**config.mk**
```make
export PLATFORM = sky130hd
export DESIGN_NAME = refclk_divider
export DESIGN_NICKNAME = d
export VERILOG_FILES = /design/src/rtl/refdiv_pkg.sv /design/src/rtl/refdiv_sync.sv /design/src/rtl/refdiv_core.sv /design/src/rtl/refdiv_mode.sv /design/src/rtl/refclk_divider.sv
export SDC_FILE = /design/constraint.sdc
export NUM_CORES = 1
export LEC_CHECK = 0
export BUFFER_PORTS_ARGS = -buffer_cell sky130_fd_sc_hd__buf_2
export CAP_MARGIN = 10
export CORE_AREA = 5 5 42 44
export CTS_BUF_LIST = sky130_fd_sc_hd__clkbuf_2 sky130_fd_sc_hd__clkbuf_4 sky130_fd_sc_hd__clkbuf_8
export DETAILED_ROUTE_END_ITERATION = 10
export DIE_AREA = 0 0 47 49
export PLACE_DENSITY_LB_ADDON = 0.3
export RECOVER_POWER = 100
export SYNTH_ARGS = -nofsm -noshare
export SYNTH_HDL_FRONTEND = slang
export SYNTH_HIERARCHICAL = 1
export SYNTH_SLANG_ARGS = --single-unit
```
**constraint.sdc**
```tcl
create_clock -name clk_ref -period 1.4 [get_ports clk_ref]
set_input_delay 0.14 -clock clk_ref [delete_from_list [all_inputs] [get_ports clk_ref]]
set_output_delay 0.14 -clock clk_ref [all_outputs]
set_load 0.01 [all_outputs]
```
**src/rtl/refdiv_pkg.sv**
```systemverilog
// Package refdiv_pkg
// Shared types for the gated reference clock divider.
// Assumes: all fields are sampled in the reference clock domain.
package refdiv_pkg;

    // Asynchronous control bits, grouped so they can share one synchronizer.
    typedef struct packed {
        logic clk_only;   // 1: only the oscillator-to-pin path stays alive
        logic fast_sel;   // 1: divide by 4, 0: divide by 8
        logic out_en;     // 1: output pin allowed to toggle
        logic osc_rdy;    // 1: oscillator amplitude settled
    } ctrl_t;

    localparam int CTRL_W = $bits(ctrl_t);

endpackage

```
**src/rtl/refdiv_sync.sv**
```systemverilog
// Module refdiv_sync
// Multi-bit, multi-stage synchronizer for independent level signals.
// Assumes: every bit is a slow level whose bits need no coherence with one
// another, and STAGES is at least 2.
module refdiv_sync #(
    parameter int W      = 4,
    parameter int STAGES = 2
) (
    input  logic         clk,
    input  logic         rst_n,
    input  logic [W-1:0] d,
    output logic [W-1:0] q
);

    logic [STAGES-1:0][W-1:0] stg;

    // Shift the raw bits through the stage chain; clear on reset.
    always_ff @(posedge clk) begin
        if (!rst_n) begin
            stg <= '0;
        end else begin
            stg <= {stg[STAGES-2:0], d};
        end
    end

    assign q = stg[STAGES-1];

endmodule

```
**src/rtl/refdiv_core.sv**
```systemverilog
// Module refdiv_core
// Whole-period clock divider with a start/stop gate and two selectable ratios.
// Starts with a full high phase on the first edge that sees run_req. It
// re-checks run_req and the ratio only at the last count of a period, so
// every pulse it produces is complete.
// Assumes: run_req and fast_sel are already synchronous; SLOW_DIV >= FAST_DIV,
// and both are even and at least 2.
module refdiv_core #(
    parameter int FAST_DIV = 4,
    parameter int SLOW_DIV = 8
) (
    input  logic clk,
    input  logic rst_n,
    input  logic run_req,
    input  logic fast_sel,
    output logic clk_q
);

    localparam int CW = $clog2(SLOW_DIV);
    localparam logic [CW-1:0] FAST_HALF = CW'(FAST_DIV / 2);
    localparam logic [CW-1:0] SLOW_HALF = CW'(SLOW_DIV / 2);
    localparam logic [CW-1:0] FAST_LAST = CW'(FAST_DIV - 1);
    localparam logic [CW-1:0] SLOW_LAST = CW'(SLOW_DIV - 1);

    logic          running;
    logic [CW-1:0] cnt;
    logic [CW-1:0] cnt_nxt;
    logic [CW-1:0] half_q;
    logic [CW-1:0] last_q;
    logic [CW-1:0] sel_half;
    logic [CW-1:0] sel_last;

    // Pick the phase length and the last count of the requested ratio.
    always_comb begin
        sel_half = fast_sel ? FAST_HALF : SLOW_HALF;
        sel_last = fast_sel ? FAST_LAST : SLOW_LAST;
        cnt_nxt  = cnt + 1'b1;
    end

    // Count within a period; start, stop or change ratio only at boundaries.
    always_ff @(posedge clk) begin
        if (!rst_n) begin
            running <= 1'b0;
            cnt     <= '0;
            clk_q   <= 1'b0;
            half_q  <= SLOW_HALF;
            last_q  <= SLOW_LAST;
        end else if (!running) begin
            cnt <= '0;
            if (run_req) begin
                running <= 1'b1;
                clk_q   <= 1'b1;
                half_q  <= sel_half;
                last_q  <= sel_last;
            end else begin
                clk_q   <= 1'b0;
            end
        end else if (cnt == last_q) begin
            cnt <= '0;
            if (run_req) begin
                clk_q  <= 1'b1;
                half_q <= sel_half;
                last_q <= sel_last;
            end else begin
                running <= 1'b0;
                clk_q   <= 1'b0;
            end
        end else begin
            cnt   <= cnt_nxt;
            clk_q <= (cnt_nxt < half_q);
        end
    end

endmodule

```
**src/rtl/refdiv_mode.sv**
```systemverilog
// Module refdiv_mode
// Registers the enable for the synthesizer and the other transmit circuits.
// Assumes: clk_only arrives synchronized; rst_n low means power-down.
module refdiv_mode (
    input  logic clk,
    input  logic rst_n,
    input  logic clk_only,
    output logic synth_en
);

    // Enable the rest of the chip only in normal mode and out of power-down.
    always_ff @(posedge clk) begin
        if (!rst_n) begin
            synth_en <= 1'b0;
        end else begin
            synth_en <= ~clk_only;
        end
    end

endmodule

```
**src/rtl/refclk_divider.sv**
```systemverilog
// Module refclk_divider (top)
// Gated reference clock divider for an external clock pin. It synchronizes
// the asynchronous ready and configuration bits and runs the divided clock
// in whole periods while both ready and enable are high. It also drives
// the enable for the synthesizer according to clock-only mode.
// Assumes: clk_ref is a free-running crystal clock; rst_n is synchronous.
module refclk_divider #(
    parameter int FAST_DIV    = 4,
    parameter int SLOW_DIV    = 8,
    parameter int SYNC_STAGES = 2
) (
    input  logic clk_ref,
    input  logic rst_n,
    input  logic osc_ready_i,
    input  logic out_en_i,
    input  logic div_fast_i,
    input  logic clk_only_i,
    output logic clk_o,
    output logic synth_en_o
);

    import refdiv_pkg::*;

    ctrl_t raw_ctrl;
    ctrl_t sync_ctrl;
    logic  run_req;

    // Gather the asynchronous inputs into one word for the synchronizer.
    always_comb begin
        raw_ctrl.clk_only = clk_only_i;
        raw_ctrl.fast_sel = div_fast_i;
        raw_ctrl.out_en   = out_en_i;
        raw_ctrl.osc_rdy  = osc_ready_i;
    end

    refdiv_sync #(
        .W      (CTRL_W),
        .STAGES (SYNC_STAGES)
    ) u_sync (
        .clk   (clk_ref),
        .rst_n (rst_n),
        .d     (raw_ctrl),
        .q     (sync_ctrl)
    );

    // The output may run only when the oscillator is ready and the pin is enabled.
    assign run_req = sync_ctrl.osc_rdy & sync_ctrl.out_en;

    refdiv_core #(
        .FAST_DIV (FAST_DIV),
        .SLOW_DIV (SLOW_DIV)
    ) u_core (
        .clk      (clk_ref),
        .rst_n    (rst_n),
        .run_req  (run_req),
        .fast_sel (sync_ctrl.fast_sel),
        .clk_q    (clk_o)
    );

    refdiv_mode u_mode (
        .clk      (clk_ref),
        .rst_n    (rst_n),
        .clk_only (sync_ctrl.clk_only),
        .synth_en (synth_en_o)
    );

endmodule

```
# Word level (Yosys, flattened, before mapping)
# Index checks and enable logic that the tools add are counted.
classes:
  n_addsub: 1
  multipliers: 0
  div: 0
  n_lt_le_gt_ge: 1
  eq_ne: 2
  n_shift: 0
  mux: 13
  n_bitwise: 4
  n_reduce_logical: 1
op_table:
  columns: ["operator", "count"]
  rows:
  - ["$mux 3", 8]
  - ["$mux 1", 5]
  - ["$add 3x1->3 const B", 1]
  - ["$eq 3x3->1", 1]
  - ["$lt 3x3->1", 1]
  - ["$not 1->1", 3]
  - ["$reduce_or 3->1", 1]
  - ["$ne 2x2->1 const B", 1]
  - ["$and 1x1->1", 1]
totals:
  register_bits: 20
  latchBits: 0
  mem_bits_rw: 0
  rom_bits: 0
  input_bits: 6
  out_inout_bits: 2
  elab_cells: 30
  memories: 0

# Logic depth before layout (Yosys ltp)
# Gate-level depths: netlist of run 1.
depth:
  depth_word: 4
  ltp_mapped: 5
  mapped_depth_nobuf: 5

# Hierarchy
# The synthesis of run 1 kept the hierarchy.
modules_own_cells:
  columns: ["mod", "instances", "cells_per_inst", "area_per_inst_um2", "seq_area_each_um2"]
  rows:
  - ["refdiv_core", 1, 30, 310.3, 140.1]
  - ["refdiv_sync", 1, 20, 240.2, 160.2]
  - ["refdiv_mode", 1, 2, 33.8, 20.0]
  - ["refclk_divider", 1, 1, 6.3, 0.0]

# Worst setup path before layout of run 1
# OpenSTA, ideal clock, no wires.
synth_timing:
  path_kind: "flip-flop to flip-flop"
  startpoint: "register u_core.cnt[0]"
  endpoint: "register u_core.clk_q"
  setup_ns: 0.133
  t_arrival_ns: 1.261
  required_ns: 1.267
  slack_ns: 0.007
  stages_incl_launch_ff: 6
  path_buffers: 0
  synth_period_minus_slack_ns: 1.393
  cell_sequence: "dfxtp_1 > ha_1 > xor2_1 > ha_1 > a21boi_0 > o32ai_2"
synth_via:
  elab_chain_cells: 4
  word_cells_on_any_way: 5
  classes_between: "1 x add/sub; 1 x order compare; 1 x eq/ne; 2 x mux"
synth_lines:
  columns: ["item", "line", "text"]
  rows:
  - ["start: declaration", "refdiv_core.sv:26", "logic [CW-1:0] cnt;"]
  - ["start signal: assignment", "refdiv_core.sv:69", "cnt <= cnt_nxt;"]
  - ["$add 3x1->3", "refdiv_core.sv:37", "cnt_nxt = cnt + 1'b1;"]
  - ["via u_core.cnt_nxt[2]", "refdiv_core.sv:27", "logic [CW-1:0] cnt_nxt;"]
  - ["$lt 3x3->1", "refdiv_core.sv:70", "clk_q <= (cnt_nxt < half_q);"]
  - ["$mux 1", "refdiv_core.sv:58", "end else if (cnt == last_q) begin"]
  - ["$mux 1", "refdiv_core.sv:48", "end else if (!running) begin"]
  - ["end signal: assignment", "refdiv_core.sv:70", null]
  - ["end: declaration", "refdiv_core.sv:16", "output logic clk_q"]
# The timed path passes the listed nets, and every way through them passes these cells.
# A chain may end at the register's enable or synchronous reset.

# Worst setup path in the final report of run 1
# Ends and elaborated chain as after synthesis.

==> results of run 1 <==
==> power groups by stage <==
stage                     combinational [mW]  clock [mW]  sequential [mW]
final                                 0.0279       0.289            0.471
after global routing                  0.0327       0.330            0.473
after CTS                             0.0327       0.305            0.472
after detailed placement              0.0326           0            0.482
after global placement                0.0318           0            0.482
after floorplan                       0.0206           0            0.483
==> flip-flops by register name, summed over array words and instances (netlist names) <==
name,flops
u_core/clk_q,1
u_core/cnt,3
u_core/half_q,1
u_core/last_q,1
u_core/running,1
u_mode/synth_en,1
u_sync/q,4
u_sync/stg,4
==> final cells by class <==
class,count,area [µm²],area share
clock buffer,4,36.3,0.0532
timing repair buffer,10,51.3,0.0752
inverter,4,15.0,0.0220
multi-input combinational,29,238,0.349
tap,16,20.0,0.0294
sequential,16,322,0.472
==> timing repair <==
item | 4_1_cts | 5_1_grt
hold buffers | 0 | 0
gates resized for setup | 1 | 4
endpoints found under the setup margin | 1 | 1
pin swaps | 0 | 1
==> logic make-up after synthesis <==
logic type / share of synthesized area
DFF: 0.542
xor gates and xnor gates: 0.0297
adders and majority gates: 0.0424
buffers and inverters: 0.0763
AOI/OAI and AO/OA: 0.0975
and+or+nand+nor: 0.176
muxes: 0.0360
==> cells in the mapped netlist (all sizes together), types with 2 or more instances <==
| cell | n |
|---|---|
| and2 | 9 |
| buf | 4 |
| dfxtp | 16 |
| ha | 2 |
| inv | 4 |
| nand2 | 3 |
| nor2 | 2 |
| nor2b | 2 |
==> stage by stage <==
stage | cells | setup TNS, ns | setup slack, ns | power (mW)
finish | 79 | 0 | 0.0337 | 0.788
global route | 79 | -0.0310 | -0.0310 | 0.836
CTS | 79 | 0 | 0.00114 | 0.809
detailed placement | 75 | -0.0401 | -0.0401 | 0.515
global placement | 75 | 0 | 0.0314 | 0.514
floorplan | 53 | 0 | 0.00683 | 0.503
==> worst paths after layout <==
| path | start | cells after the start | end | slack, ns |
|---|---|---|---|---|
| worst max-delay path | u_core/cnt[0] | 5 | u_core/clk_q | 0.03 |
| worst max register to register | u_core/cnt[0] | 5 | u_core/clk_q | 0.03 |
| worst min-delay path | clk_only_i | 2 | u_sync/stg[3] | 0.07 |
| worst min register to register | u_sync/q[3] | 1 | u_mode/synth_en | 0.40 |
==> layer usage <==
metal / global-route usage / routed length (µm) / vias to the layer above
li1: - / - / 185
met1: 0.101 / 353 / 147
met2: 0.129 / 367 / 7
met3: 0.0332 / 46 / 0
met4: 0.0415 / 0 / 0
met5: 0 / 0 / -
==> impl_results.md, run 1 <==
- Standard-cell rows: 14
- Delay-heaviest family, CP: adder cells
- Max_cap viols: 0
- Period utilization: 0.976
- Finished Core Util: 0.487
- Die W: 47 µm
- Synth Instances: 53
- Grt ovf: 0
- Rel. slew slack: 0.718
- Register share of total power: 0.598
- Mapped Area: 591 µm²
- Clk_skew: 0.00185 ns
- Worst hold margin: 0.0671 ns
- Synthesized flop and latch total: 16
- Area Growth Syn to Fin: 15.5%
- First-pass GRT wire length: 1400 µm
- Htree depth: 1
- Final hold vios: 0
- Cts bufs inserted: 3
- RSZ-0062 raised after global routing: true
- Clock Latency Late Sink: 0.27 ns
- Fin nets: 72
- # IOs: 8
- Vias in the first global route: 348
- Initial Utilization: 0.421
- Post-Syn Nets: 61
- Largest fanout on the critical path: 2
- Via Count: 339
- Clk slew on worst S/H paths: 0.09 ns
- Avg Cell Area, Syn: 11.1 µm²
- Asr flop ratio synth: 0
- Antenna viol nets, final: 0
- Final min period: 1.37 ns
- Post-route cell area: 682 µm²
- Die H: 49 µm
- Post-synth EDFFs: 0
- Ys flop type: dfxtp_1
- DRC: 0
- GRT Total Usage: 0.0850
- Synth warn: 6
- Layout cell share with drive strength beyond 1: 0.286
- Port Buffers: 7
- Area contributors post-synth: dfxtp_1, and2_1, buf_4
- Final Max Slew Viols: 0
- Pin count of the biggest net entering global routing: 14
- Final wirelength: 768 µm
- DP Area: 638 µm²
- Worst vdd ir: 0.000544 V
- Initial antenna violation count: 0
- Worst path arrival time: 1.56 ns
- Sequential area share after synthesis: 0.542
- Clock Tree Root: clkbuf_4
- Core area: 0.00140 mm²
- Kind of critical path: flip-flop to flip-flop
- Die area: 0.00230 mm²
- PwrDens: 1150 mW/mm²
- Least-Margin Pin Slew: 0.423 ns
- DP HPWL: 601 µm
- Slowest cell delay on critical path: 0.34 ns
- Internal Power: 641 µW
- Worst-path cell chain: ha_4 > xor2_2 > ha_1 > a21boi_1 > o32ai_2
- Setup violators final: 0
- P_leak: 0.299 nW
- Clk sinks: 16
- CP max stage cell: dfxtp_2
- Status: complete, no violations
- Switching pwr: 147 µW
- CP endpoint kind: flip-flop
- Longest Clk Path Bufs: 2
- Diodes inserted: 0
- Largest area contributor in the netlist: dfxtp_1
- Worst min-delay path category: primary input to flip-flop
- Netlist cell types: 20
- Fillers: 138
- Worst path required time: 1.59 ns
- Clock power share: 0.366
- Comb pwr share: 0.035
- Vias per cell: 4.29
- Drt first pass iters: 2
- Routed wire length per instance: 9.72 µm
- Critical path buffer and inverter count: 0
- Commonest non-fill, non-tap cell in the layout: dfxtp_1
- Type of origin of the critical path: flip-flop
- Switching share of power: 0.186
- Highest clock rate: 0.732 GHz
- DRC marker count from the first detailed-route iteration: 2
- CTS tree: done
- Top cell type's share of synthesized area: 0.542
- Postcts setup bufs: 0
- Most frequent cells in the layout: dfxtp_1, and2_1, buf_2
- GPL Wtd Cong: 0.735
(Power assumes the default switching activity.)
==> run 2: changes to the inputs <==
- PLACE_DENSITY: unset -> 0.63
- PLACE_DENSITY_LB_ADDON: 0.3 -> unset
==> run 2 against run 1 <==
Net effect:
- die area unchanged
- combinational power about the same
- non-clock buffer count unchanged
- largest cell class unchanged
==> impl_results.md, run 2 (synthesized netlist as in run 1, its figures left out) <==
- Htree depth: 1
- RSZ-0062 raised after global routing: true
- Pin count of the biggest net entering global routing: 14
- Clk sinks: 16
- Kind of critical path: flip-flop to flip-flop
- Clk slew on worst S/H paths: 0.08 ns
- DRC: 0
- Antenna viol nets, final: 0
- DP HPWL: 561 µm
- Die H: 49 µm
- Worst min-delay path category: primary input to flip-flop
- PwrDens: 1110 mW/mm²
- Flop2flop setup slack: 0.06 ns
- Worst-path cell chain: ha_2 > xor2_1 > ha_1 > a21boi_1 > o32ai_2
- Postcts setup bufs: 0
- Clock Latency Late Sink: 0.27 ns
- Period utilization: 0.954
- Setup violators final: 0
- Final min period: 1.34 ns
- Wire length on met1: 316 µm
- Met3 wire length: 38 µm
- Delay-heaviest family, CP: adder cells
- Layout cell share with drive strength beyond 1: 0.274
- Final hold vios: 0
- Status: complete, no violations
- Critical path buffer and inverter count: 0
- Type of origin of the critical path: flip-flop
- Routed wire length per instance: 9.05 µm
- Initial Utilization: 0.421
- Worst vdd ir: 0.000567 V
- Port Buffers: 7
- First-pass GRT wire length: 1260 µm
- Dpl cells: 75
- Hold path endpoint: u_sync/stg[2]
- Via Count: 355
- Fin nets: 72
- CP max stage cell: dfxtp_2
- Die W: 47 µm
- Most frequent cells in the layout: dfxtp_1, and2_1, buf_2
- Max_cap viols: 0
- Cts bufs inserted: 3
- WHS Path Cells: 2
- # IOs: 8
- End of the worst register-to-register path: u_core/clk_q
- CTS tree: done
- GPL Wtd Cong: 0.737
- Post-route insts no fill: 78
- Diodes inserted: 0
- R2r startpoint: u_core/cnt[0]
- Drt first pass iters: 2
- Area Growth Syn to Fin: 10.6%
- GRT Total Usage: 0.0736
- DRC marker count from the first detailed-route iteration: 2
- Grt ovf: 0
- Top routing layer in use: met3
- Slowest cell delay on critical path: 0.33 ns
- CP endpoint kind: flip-flop
- Clock Tree Root: clkbuf_4
- Highest clock rate: 0.749 GHz
- Least-Margin Pin Slew: 0.402 ns
- Worst path arrival time: 1.53 ns
- Final Max Slew Viols: 0
- DP Area: 638 µm²
- Vias in the first global route: 319
- P_leak: 0.295 nW
- Die area: 0.00230 mm²
- Hold Buf Count CTS: 0
- Worst path required time: 1.59 ns
- Initial antenna violation count: 0
- Min-Delay Startpoint: div_fast_i
- Worst R2R Path Depth: 5
- Core area: 0.00140 mm²
- Rel. slew slack: 0.732
- Post-route cell area: 653 µm²
- Longest Clk Path Bufs: 2
- Clk_skew: 0.000430 ns
- Standard-cell rows: 14
- Commonest non-fill, non-tap cell in the layout: dfxtp_1
- DR WL met2: 351 µm
- Largest fanout on the critical path: 2
- Final wirelength: 706 µm
- Vias per cell: 4.55
run 2: cell types whose count changed in the layout (fill, tap and decap cells not counted), sizes merged:
| cell | delta |
|---|---|
| clkbuf | -1 |
run 2: where the power goes:
part	leakage (nW)	switching [mW]	internal (mW)
Sequential	0.132	0.00276	0.468
Combinational	0.150	0.0128	0.0152
Clock	0.0138	0.124	0.0994
Total	0.295	0.139	0.583
run 2: how the worst max path moves through the flow:
stage	cells past startpoint	start	slack [ns]	endpoint
final	5	u_core/cnt[0]	0.06	u_core/clk_q
after global placement	5	u_core/cnt[0]	0.04	u_core/clk_q
after detailed placement	5	u_core/cnt[0]	0.008	u_core/clk_q
after global routing	5	u_core/cnt[0]	-0.02	u_core/clk_q
after floorplan	5	u_core/cnt[0]	0.007	u_core/clk_q
after CTS	5	u_core/cnt[0]	0.02	u_core/clk_q
run 2: final cells by class:
| class | count | area [µm²] |
|---|---|---|
| sequential | 16 | 322 |
| multi-input combinational | 29 | 223 |
| fill | 145 | 748 |
| inverter | 4 | 15.0 |
| timing repair buffer | 10 | 51.3 |
| clock buffer | 3 | 22.5 |
| tap | 16 | 20.0 |
run 2: layer usage:
layer	vias to the layer above	GRT usage
li1	185	-
met1	163	0.0893
met2	7	0.118
met3	0	0.0221
met4	0	0.0276
met5	-	0
run 2: worst register-to-register path: stages (launching register included):
cell and delay (ns):
dfxtp_2 0.33, ha_2 0.18, xor2_1 0.17, ha_1 0.27, a21boi_1 0.13, o32ai_2 0.18
run 2: through the flow:
step,total power [mW],setup slack [ns],util,setup TNS [ns],hold WS (ns)
floorplan,0.503,0.00683,-,0,0.258
global placement,0.514,0.0364,0.455,0,0.343
detailed placement,0.515,0.00776,0.455,0,0.345
CTS,0.744,0.0218,0.471,0,0.0514
global route,0.766,-0.0242,0.466,-0.0242,0.0540
finish,0.722,0.0647,0.466,0,0.0642
run 2: what timing repair did:
action                                  in CTS  in global routing
pin swaps                                    0                  0
gates resized for setup                      1                  2
gates cloned                                 0                  0
endpoints found under the setup margin       1                  1
==> run 3: changes to the inputs <==
- REMOVE_ABC_BUFFERS: unset -> 1
==> run 3 against run 2 <==
Net effect:
- via count decreased by 3.7%
- total power fell by 0.46%
- sequential power hardly changed
- non-clock buffer count fell by 1
- sequential share of layout area decreased by 0.93 points
- worst hold slack better by 0.0035 ns
- critical path depth unchanged
- clock skew is 0.0030 ns higher
- die area unchanged
==> impl_results.md, run 3 (synthesized netlist as in run 1, its figures left out) <==
- Setup ws final: 0.0557 ns
- Hold Buf Count CTS: 0
- Worst-path cell chain: ha_4 > xor2_2 > ha_1 > a21boi_1 > o32ai_2
- Initial antenna violation count: 0
- Fin nets: 71
- Clk slew on worst S/H paths: 0.08 ns
- Slowest cell delay on critical path: 0.34 ns
- Final hold vios: 0
- Clk_skew: 0.00340 ns
- Longest Clk Path Bufs: 2
- CP startpoint: u_core/cnt[0]
- Highest clock rate: 0.744 GHz
- First-pass GRT wire length: 1370 µm
- DP HPWL: 564 µm
- Most frequent cells in the layout: dfxtp_1, and2_0, and2_1, buf_2, inv_1
- Htree depth: 1
- Worst min-delay path category: primary input to flip-flop
- Initial Utilization: 0.421
- Status: complete, no violations
- RSZ-0062 raised after global routing: true
- Via Count: 342
- PwrDens: 1080 mW/mm²
- Die area: 0.00230 mm²
- Delay-heaviest family, CP: adder cells
- Place WS: -0.0465 ns
- Final Max Slew Viols: 0
- Type of origin of the critical path: flip-flop
- Least-Margin Pin Slew: 0.448 ns
- Routed wire length per instance: 9.57 µm
- Antenna viol nets, final: 0
- P_leak: 0.288 nW
- DRC: 0
- Clk sinks: 16
- GPL Wtd Cong: 0.734
- Diodes inserted: 0
- Worst hold margin: 0.0677 ns
- Worst vdd ir: 0.000528 V
- Min-Delay Startpoint: div_fast_i
- Critical path buffer and inverter count: 0
- Commonest non-fill, non-tap cell in the layout: dfxtp_1
- Largest fanout on the critical path: 2
- Vias per cell: 4.44
- Period utilization: 0.960
- Setup violators final: 0
- Pin count of the biggest net entering global routing: 15
- Vias in the first global route: 348
- Rel. slew slack: 0.701
- Overall power: 719 µW
- R2r startpoint: u_core/cnt[0]
- Postcts setup bufs: 0
- Final min period: 1.34 ns
- Worst path required time: 1.59 ns
- # IOs: 8
- Total negative slack: 0 ns
- Standard-cell rows: 14
- Grt ovf: 0
- Final wirelength: 737 µm
- Drt first pass iters: 1
- Clock Latency Late Sink: 0.27 ns
- Finished Core Util: 0.475
- Cts bufs inserted: 3
- Core area: 0.00140 mm²
- Die W: 47 µm
- CP max stage cell: dfxtp_2
- Max_cap viols: 0
- GRT Total Usage: 0.0793
- CP endpoint kind: flip-flop
- Die H: 49 µm
- CTS tree: done
- Port Buffers: 7
- Clock Tree Root: clkbuf_4
- Worst path arrival time: 1.53 ns
- Layout cell share with drive strength beyond 1: 0.279
- DRC marker count from the first detailed-route iteration: 0
- Area Growth Syn to Fin: 12.7%
- Kind of critical path: flip-flop to flip-flop
-- run 3: changes by cell type in the layout (fill, tap and decap cells not counted) --
cell	delta
buf_2	-1
xor2_1	-1
and2_1	-3
and2_0	+3
ha_4	+1
xor2_2	+1
ha_2	-1
-- run 3: power breakdown --
group	leakage, nW	total [mW]	internal, mW	switching [mW]
combinational	0.143	0.0263	0.0139	0.0125
sequential	0.132	0.471	0.468	0.00289
clock	0.0138	0.221	0.0994	0.122
-- run 3: timing repair --
item,in CTS,in global routing
pin swaps,1,1
setup endpoints to repair,1,1
resized for setup,2,3
-- run 3: cell type report --
cell class	instances	area [µm²]
clock buffer	3	22.5
tap	16	20.0
timing repair buffer	9	46.3
sequential	16	322
fill	151	736
multi-input combinational	29	240
inverter	4	15.0
-- run 3: final timing paths --
check,to,slack (ns),cells after the start
max,u_core/clk_q,0.06,5
min,u_sync/stg[2],0.07,2
max reg2reg,u_core/clk_q,0.06,5
min reg2reg,u_mode/synth_en,0.40,1
-- run 3: stage by stage --
step           cells  instance area, µm²
2_1_floorplan     49                 561
3_3_place_gp      74                 631
3_5_place_dp      74                 631
4_1_cts           77                 656
5_1_grt           77                 666
6_report          77                 666
-- run 3: routing by layer --
metal,vias up,wire (µm),GRT usage,part of all wire
li1,183,-,-,-
met2,7,384,0.127,0.52
met1,152,307,0.0984,0.42
met4,0,0,0.0276,0
met5,-,0,0,0
met3,0,45,0.0221,0.061
